[src/rtl/rstseq_pkg.sv]
package rstseq_pkg;
  typedef enum logic [1:0] {
    SEQ_POR_WAIT = 2'd0,
    SEQ_BOOT     = 2'd1,
    SEQ_PWRT     = 2'd2,
    SEQ_RUN      = 2'd3
  } seq_state_e;

  localparam logic [1:0] BOR_CFG_ON = 2'b00;
endpackage

[src/rtl/rstseq_sync.sv]
module rstseq_sync #(
  parameter int   STAGES  = 2,
  parameter logic RST_VAL = 1'b0
) (
  input  logic clk_i,
  input  logic rst_n_i,
  input  logic d_i,
  output logic q_o
);
  logic [STAGES-1:0] chain_q;

  always_ff @(posedge clk_i or negedge rst_n_i) begin
    if (!rst_n_i) chain_q <= {STAGES{RST_VAL}};
    else          chain_q <= {chain_q[STAGES-2:0], d_i};
  end

  assign q_o = chain_q[STAGES-1];
endmodule

[src/rtl/rstseq_bor_filter.sv]
module rstseq_bor_filter
  import rstseq_pkg::*;
#(
  parameter int TBOR_CYC = 100
) (
  input  logic       clk_i,
  input  logic       rst_n_i,
  input  logic       low_s_i,
  input  logic [1:0] cfg_i,
  output logic       trip_o
);
  localparam int CW = $clog2(TBOR_CYC + 1);
  localparam logic [CW-1:0] LIMIT = CW'(TBOR_CYC);

  logic          enabled;
  logic [CW-1:0] run_q;

  assign enabled = (cfg_i == BOR_CFG_ON);

  // counts consecutive low cycles, saturating at the threshold
  always_ff @(posedge clk_i or negedge rst_n_i) begin
    if (!rst_n_i) begin
      run_q <= '0;
    end else if (low_s_i && enabled) begin
      if (run_q != LIMIT) run_q <= run_q + CW'(1);
    end else begin
      run_q <= '0;
    end
  end

  assign trip_o = enabled && (run_q == LIMIT);
endmodule

[src/rtl/rstseq_fsm.sv]
module rstseq_fsm
  import rstseq_pkg::*;
#(
  parameter int POR_CYC  = 200000,
  parameter int PWRT_CYC = 3200000
) (
  input  logic       clk_i,
  input  logic       rst_n_i,
  input  logic       bor_trip_i,
  input  logic       illegal_i,
  input  logic       boot_done_i,
  input  logic       pwrt_en_i,
  output seq_state_e state_o,
  output logic       boot_en_o
);
  localparam int TMAX = (POR_CYC > PWRT_CYC) ? POR_CYC : PWRT_CYC;
  localparam int TW   = $clog2(TMAX + 1);
  localparam logic [TW-1:0] POR_LAST  = TW'(POR_CYC - 1);
  localparam logic [TW-1:0] PWRT_LAST = TW'(PWRT_CYC - 1);

  seq_state_e    state_q, state_n;
  logic [TW-1:0] tmr_q, tmr_n;
  logic          restart;

  assign restart = bor_trip_i || (illegal_i && (state_q == SEQ_RUN));

  always_comb begin
    state_n = state_q;
    tmr_n   = tmr_q;
    unique case (state_q)
      SEQ_POR_WAIT: begin
        if (bor_trip_i) begin
          tmr_n = '0;
        end else if (tmr_q == POR_LAST) begin
          state_n = SEQ_BOOT;
          tmr_n   = '0;
        end else begin
          tmr_n = tmr_q + TW'(1);
        end
      end
      SEQ_BOOT: begin
        tmr_n = '0;
        if (!bor_trip_i && boot_done_i) state_n = pwrt_en_i ? SEQ_PWRT : SEQ_RUN;
      end
      SEQ_PWRT: begin
        if (restart) begin
          tmr_n = '0;
        end else if (!pwrt_en_i || (tmr_q == PWRT_LAST)) begin
          state_n = SEQ_RUN;
          tmr_n   = '0;
        end else begin
          tmr_n = tmr_q + TW'(1);
        end
      end
      SEQ_RUN: begin
        if (restart) begin
          state_n = SEQ_PWRT;
          tmr_n   = '0;
        end
      end
      default: begin
        state_n = SEQ_POR_WAIT;
        tmr_n   = '0;
      end
    endcase
  end

  always_ff @(posedge clk_i or negedge rst_n_i) begin
    if (!rst_n_i) begin
      state_q <= SEQ_POR_WAIT;
      tmr_q   <= '0;
    end else begin
      state_q <= state_n;
      tmr_q   <= tmr_n;
    end
  end

  assign state_o   = state_q;
  assign boot_en_o = (state_q == SEQ_BOOT);
endmodule

[src/rtl/rstseq_pcon.sv]
module rstseq_pcon (
  input  logic       clk_i,
  input  logic       por_n_i,
  input  logic       bor_trip_i,
  input  logic       wr_i,
  input  logic [1:0] wdata_i,
  output logic [1:0] flags_o
);
  logic por_flag_q;
  logic bor_flag_q;

  // power-on flag: cleared by power-on only, set by writing 1
  always_ff @(posedge clk_i or negedge por_n_i) begin
    if (!por_n_i)                por_flag_q <= 1'b0;
    else if (wr_i && wdata_i[1]) por_flag_q <= 1'b1;
  end

  // brown-out flag: no reset term, so power-on leaves it as it was
  always_ff @(posedge clk_i) begin
    if (bor_trip_i)              bor_flag_q <= 1'b0;
    else if (wr_i && wdata_i[0]) bor_flag_q <= 1'b1;
  end

  assign flags_o = {por_flag_q, bor_flag_q};
endmodule

[src/rtl/mcu_reset_seq.sv]
module mcu_reset_seq
  import rstseq_pkg::*;
#(
  parameter int POR_CYC   = 200000,
  parameter int PWRT_CYC  = 3200000,
  parameter int TBOR_CYC  = 100,
  parameter int SYNC_STG  = 2
) (
  input  logic       clk_i,
  input  logic       por_n_i,
  input  logic       bor_low_i,
  input  logic [1:0] bor_cfg_i,
  input  logic       ext_rst_n_i,
  input  logic       illegal_op_i,
  input  logic       boot_done_i,
  input  logic       pwrt_en_i,
  input  logic       pcon_wr_i,
  input  logic [1:0] pcon_wdata_i,
  output logic [1:0] pcon_rdata_o,
  output logic       boot_en_o,
  output logic [1:0] state_o,
  output logic       sys_rst_n_o
);
  logic       ext_s;
  logic       low_s;
  logic       bor_trip;
  seq_state_e seq_state;

  rstseq_sync #(.STAGES(SYNC_STG), .RST_VAL(1'b0)) u_ext_sync (
    .clk_i(clk_i), .rst_n_i(por_n_i), .d_i(ext_rst_n_i), .q_o(ext_s)
  );

  rstseq_sync #(.STAGES(SYNC_STG), .RST_VAL(1'b0)) u_bor_sync (
    .clk_i(clk_i), .rst_n_i(por_n_i), .d_i(bor_low_i), .q_o(low_s)
  );

  rstseq_bor_filter #(.TBOR_CYC(TBOR_CYC)) u_bor_filt (
    .clk_i(clk_i), .rst_n_i(por_n_i), .low_s_i(low_s),
    .cfg_i(bor_cfg_i), .trip_o(bor_trip)
  );

  rstseq_fsm #(.POR_CYC(POR_CYC), .PWRT_CYC(PWRT_CYC)) u_fsm (
    .clk_i(clk_i), .rst_n_i(por_n_i), .bor_trip_i(bor_trip),
    .illegal_i(illegal_op_i), .boot_done_i(boot_done_i),
    .pwrt_en_i(pwrt_en_i), .state_o(seq_state), .boot_en_o(boot_en_o)
  );

  rstseq_pcon u_pcon (
    .clk_i(clk_i), .por_n_i(por_n_i), .bor_trip_i(bor_trip),
    .wr_i(pcon_wr_i), .wdata_i(pcon_wdata_i), .flags_o(pcon_rdata_o)
  );

  assign state_o     = seq_state;
  // release only from run; any live source pulls reset low at once
  assign sys_rst_n_o = (seq_state == SEQ_RUN) && ext_s && !bor_trip && !illegal_op_i;
endmodule

[config.mk]
export PLATFORM = sky130hd
export DESIGN_NAME = mcu_reset_seq
export DESIGN_NICKNAME = d
export VERILOG_FILES = /design/src/rtl/rstseq_pkg.sv /design/src/rtl/rstseq_sync.sv /design/src/rtl/rstseq_bor_filter.sv /design/src/rtl/rstseq_fsm.sv /design/src/rtl/rstseq_pcon.sv /design/src/rtl/mcu_reset_seq.sv
export SDC_FILE = /design/constraint.sdc
export NUM_CORES = 1
export LEC_CHECK = 0
export ABC_CLOCK_PERIOD_IN_PS = 6650
export CORE_MARGIN = 8
export CORE_UTILIZATION = 65
export CTS_BUF_LIST = sky130_fd_sc_hd__clkbuf_8
export CTS_CLUSTER_DIAMETER = 60
export DETAILED_ROUTE_END_ITERATION = 16
export DONT_BUFFER_PORTS = 1
export PLACE_DENSITY = 0.92
export SYNTH_ARGS = -nofsm -noshare
export SYNTH_HDL_FRONTEND = slang
export SYNTH_SLANG_ARGS = --single-unit
[constraint.sdc]
create_clock -name clk_i -period 6.65 [get_ports clk_i]
set_clock_uncertainty 0.15 [all_clocks]
set_input_delay 0.665 -clock clk_i [delete_from_list [all_inputs] [get_ports clk_i]]
set_output_delay 0.665 -clock clk_i [all_outputs]
set_load 0.02 [all_outputs]
# ---- Word-level counts from Yosys, hierarchy flattened
# Index checks and enable logic that the tools add are counted.
dict set report totals {
  reg_bits 37
  out_inout_bits 6
  elab_cells 56
}
dict set report op_classes {
  n_addsub 2
  n_eq_ne 14
  n_mux 16
  reduce_logical 17
}
# operator count
set ops {}
lappend ops {{22-bit 2-to-1 mux} 5}
lappend ops {{22-bit one-hot mux with 4 select lines} 1}
lappend ops {{22-bit by 1-bit adder with 22-bit output, second input constant} 1}
lappend ops {{22-bit by 18-bit equality test with 1-bit output, second input constant} 1}
lappend ops {{22-bit equality test, second input constant} 1}
lappend ops {{7-bit 2-to-1 mux} 2}
lappend ops {{2-bit 2-to-1 mux} 6}
lappend ops {{1-bit logical AND} 9}
lappend ops {{2-bit by 1-bit inequality test with 1-bit output, second input constant} 4}
lappend ops {{2-bit one-hot mux with 4 select lines} 1}
lappend ops {{7-bit by 1-bit adder with 7-bit output, second input constant} 1}
lappend ops {{7-bit equality test, second input constant} 1}
lappend ops {{7-bit inequality test, second input constant} 1}
lappend ops {{2-bit inequality test, second input constant} 3}
lappend ops {{6-bit AND reduction} 1}
lappend ops {{2-bit equality test, second input constant} 2}
lappend ops {{2-bit logical NOT} 2}
lappend ops {{1-bit logical NOT} 3}
lappend ops {{2-bit by 1-bit equality test with 1-bit output, second input constant} 1}
lappend ops {{1-bit logical OR} 2}
lappend ops {{1-bit 2-to-1 mux} 1}

# ---- Longest topological paths before layout
dict set report depth {
  ltp_word 6
  ltp_mapped 8
  depth_no_buf 7
}

# ---- Cells and area by module
# Synthesis repeated with hierarchy kept, for this count alone.
dict set report unflattened {
  hier_cells 194
  area_unflattened_um2 1951.9
}
# mod n_inst cells_each area_each_um2 seq_area_each_um2
set by_module_without_submodules {}
lappend by_module_without_submodules {rstseq_fsm 1 141 1373.8 600.6}
lappend by_module_without_submodules {rstseq_bor_filter 1 40 389.1 175.2}
lappend by_module_without_submodules {rstseq_sync 2 2 50.0 50.0}
lappend by_module_without_submodules {rstseq_pcon 1 7 76.3 45.0}
lappend by_module_without_submodules {mcu_reset_seq 1 2 12.5 0.0}

# ---- Worst setup path before layout
# Ideal clock, no wire load.
dict set report synth_timing {
  path_type {input-to-output}
  startpoint {input port bor_cfg_i[1]}
  endpoint {output port sys_rst_n_o}
  arrival_ns 2.001
  slack_ns 3.834
  stages 4
  path_buffers 1
  path_cell_list {or4b_4 o2111a_1 clkbuf_1 and2_1}
}
dict set report synth_via {
  elab_chain_cells 5
}
# item line
set synth_lines {}
lappend synth_lines {{from (decl)} mcu_reset_seq.sv:12} ;# input logic [1:0] bor_cfg_i,
lappend synth_lines {{2-bit logical NOT} rstseq_bor_filter.sv:18} ;# assign enabled = (cfg_i == BOR_CFG_ON);
lappend synth_lines {{1-bit logical AND} rstseq_bor_filter.sv:31} ;# assign trip_o = enabled && (run_q == LIMIT);
lappend synth_lines {{1-bit logical NOT} mcu_reset_seq.sv:55} ;# assign sys_rst_n_o = (seq_state == SEQ_RUN) && ext_s && !bor_trip && !illegal_op_i;
lappend synth_lines {{1-bit logical AND (2 in series)} mcu_reset_seq.sv:55}
lappend synth_lines {{to (decl)} mcu_reset_seq.sv:22} ;# output logic sys_rst_n_o
# No other way between the ends.

# ---- Final worst setup path
dict set report layout_timing {
  startpoint {register u_bor_filt.run_q[0]}
  endpoint {output port sys_rst_n_o}
}
dict set report layout_via {
  elab_chain_cells 5
}
# item line
set layout_lines {}
lappend layout_lines {{from (decl)} rstseq_bor_filter.sv:16} ;# logic [CW-1:0] run_q;
lappend layout_lines {{from (signal assigned)} rstseq_bor_filter.sv:25} ;# if (run_q != LIMIT) run_q <= run_q + CW'(1);
lappend layout_lines {{7-bit equality test} rstseq_bor_filter.sv:31}
lappend layout_lines {{1-bit logical AND} rstseq_bor_filter.sv:31}
lappend layout_lines {{1-bit logical NOT} mcu_reset_seq.sv:55}
lappend layout_lines {{1-bit logical AND (2 in series)} mcu_reset_seq.sv:55}
# No other way between the ends.

==> run metrics <==
status finished clean; Clock transition at path regs roughly 70 ps; flops & latches, synth 37; Syn Area/Cell slightly below 10 um2; grt total ovfl 0; CTS HTree Levels 2; CTS Buf Count 5; Syn Inst Count 214; layout cells sized above 1 10.19%; # diodes 0; Fmax about 340 MHz; final worst-path cycle share between 40% and 50%; CTS tree yes; Total GRT Usage 17.61%; crit path kind reg -> out; Initial Utilization 68.03%; Yosys warnings 0; post-cts sizing count 0; Layout area overhead 6.084%; Max-cap violations 0; CP required just under 6000 ps; slew of the pin with the lowest slew margin approximately 700 ps; worst skew pair latency between 200 and 300 ps; ANT nets after route 0; DR WL/cell 16.33 um; DR vias around 1,600; Root Buffer clkbuf_8; Post-synth EDFFs 0; Synth area leaders dfrtp_1, nand2_1, nor2_1; Worst Setup End Kind primary output; count leader, synth dfrtp_1; Sink Count 37; number of global-route vias before repair 1,570; Die Wd ~73 um; register area share after synthesis 44.34%; first-pass GRT wire length ~7.4 mm; Synth Flop Type dfrtp_1; cell taking the most area after synthesis dfrtp_1; Die Ht around 73 um; largest net degree at the start of global routing 37; Worst R2R Path Depth 7; FFs w/ async S/R, synth between 90% and 100%; HP Class in -> async; worst endpoint data arrival time 2130 ps; final setup fails 0; RSZ-0062 raised after global routing no; Cell Area, Synth around 0.0021 mm2; P per Cell Area ~200 mW/mm2; DR vias/cell slightly above 6; Min Clock Period, post-route 2946 ps; LEAKAGE 0.0008405 uW; Iter 0 DRT Violations about 130; Clock Path Buffers 2; Net Count, Synth between 200 and 250; initial antenna violation count 0; DRC violations left 0; Nets 230; Slew Limit Headroom between 50% and 60%; maximum VDD drop about 0.18 mV; Final Slew Violations 0; worst-path maximum fanout 16; critical path startpoint category flop; post-synth top area share 43.37%; Pwr Total 430.5 uW; Synth top cells by count dfrtp_1, nand2_1, nor2_1, o21ai_0; First-pass DRT Iterations 4; worst r2r src u_fsm.tmr_q[0]; DP HPWL slightly below 3 mm; Critical Path Start u_bor_filt.run_q[0]; Final Wtd Congestion roughly 0.85; top-level port count 18; core area 0.003053 mm2; final hold vios 0; Site Rows 20; post-route setup TNS 0 ps; I/O Buffers 0; Die Footprint between 0.005 and 0.006 mm2; Total Routed Length 4.245 mm; number of distinct library cells after synthesis 50
[metal layers]
metal | vias to the layer above | track usage (%) | share of wire [%]
met3 | 6 | 5.785 | 5.9
met5 | - | 0 | 0
met4 | 0 | 6.000 | 1.2
met1 | 749 | 23.81 | 46
met2 | 52 | 25.55 | 47
li1 | 779 | - | -
[placed cells by master (no fill, tap or decap), drive strengths merged]
| master | instances |
|---|---|
| a211oi | 1 |
| or4 | 3 |
| inv | 7 |
| a31o | 1 |
| buf | 2 |
| or3 | 5 |
| nand2 | 27 |
| a32o | 1 |
| and2 | 3 |
| nand3 | 8 |
| nand3b | 1 |
| o21ai | 12 |
| nor3b | 1 |
| clkbuf | 6 |
| a2111oi | 2 |
| nor3 | 6 |
| a31oi | 1 |
| or4b | 2 |
| a21oi | 7 |
| dfrtp | 36 |
| nand4 | 10 |
| o211ai | 7 |
| o2111ai | 1 |
| mux2i | 2 |
| a21o | 1 |
| dfxtp | 1 |
| xnor2 | 9 |
| o221ai | 1 |
| ha | 3 |
| nor4b | 1 |
| nor2b | 2 |
| and3 | 3 |
| xor2 | 5 |
| or4bb | 2 |
| nor4 | 3 |
| o2111a | 1 |
| nor2 | 28 |
| and4 | 2 |
| nand4b | 2 |
[metrics by stage]
stage / hold slack (ps) / instance area, um2 / instances / worst slack (ps) / util, %
after floorplan: 181.2 / 2077 / 214 / 3834 / -
after global placement: 182.6 / 2093 / 251 / 3797 / 68.57
after detailed placement: 201.8 / 2093 / 251 / 3783 / 68.57
after CTS: 60.70 / 2203 / 260 / 3700 / 72.17
after global routing: 55.83 / 2203 / 260 / 3499 / 72.17
final: 54.46 / 2203 / 260 / 3704 / 72.17
[flip-flops by register name (all words and copies together), names as in the netlist]
name and count:
u_bor_sync.chain_q 2, u_ext_sync.chain_q 2, u_bor_filt.run_q 7, u_pcon.bor_flag_q 1
u_fsm.tmr_q 22, u_fsm.state_o 2, u_pcon.por_flag_q 1
[power by group]
part	switching (uW)	internal, uW	total, uW
registers	8.61	230	239
logic	25.5	11.6	37.1
clock network	73.5	81.4	155
total	108	323	430
[final timing paths]
path	endpoint	slack, ps
setup / recovery	sys_rst_n_o	3700
hold / removal	u_fsm.tmr_q[20]	50
setup reg to reg	u_fsm.tmr_q[11]	3720
hold reg to reg	u_bor_sync.chain_q[1]	210
max in group asynchronous	u_fsm.tmr_q[7]	6110
min in group clk_i	u_bor_sync.chain_q[1]	210
[logic make-up after synthesis]
group / synth area share (%)
flip-flops: 44.34
XOR/XNOR: 5.904
AO/OA/AOI/OAI: 13.49
multiplexers: 0.9639
buffers and inverters: 3.132
adder cells (fa/ha/maj): 1.807
AND/OR/NAND/NOR: 30.36
[worst max-delay path, cell delays in order, from the launching register on]
cell      delay, ps
dfrtp_1         370
inv_1            90
ha_1            200
nand4b_1        200
o2111a_1        650
and2_1          340
[final cells by class]
| class | instances | area [um2] |
|---|---|---|
| timing repair buffer | 2 | 27.53 |
| clock buffer | 6 | 82.58 |
| sequential | 37 | 920.9 |
| inverter | 5 | 18.77 |
| clock inverter | 2 | 7.507 |
| fill | 222 | 849.6 |
| multi-input combinational | 164 | 1091 |
| tap | 44 | 55.05 |
[timing repair]
action                                 4_1_cts  5_1_grt
setup buffers                                0        0
hold buffers                                 1        0
endpoints found under the hold margin       36        0
Power figures use the tool's default switching activity.
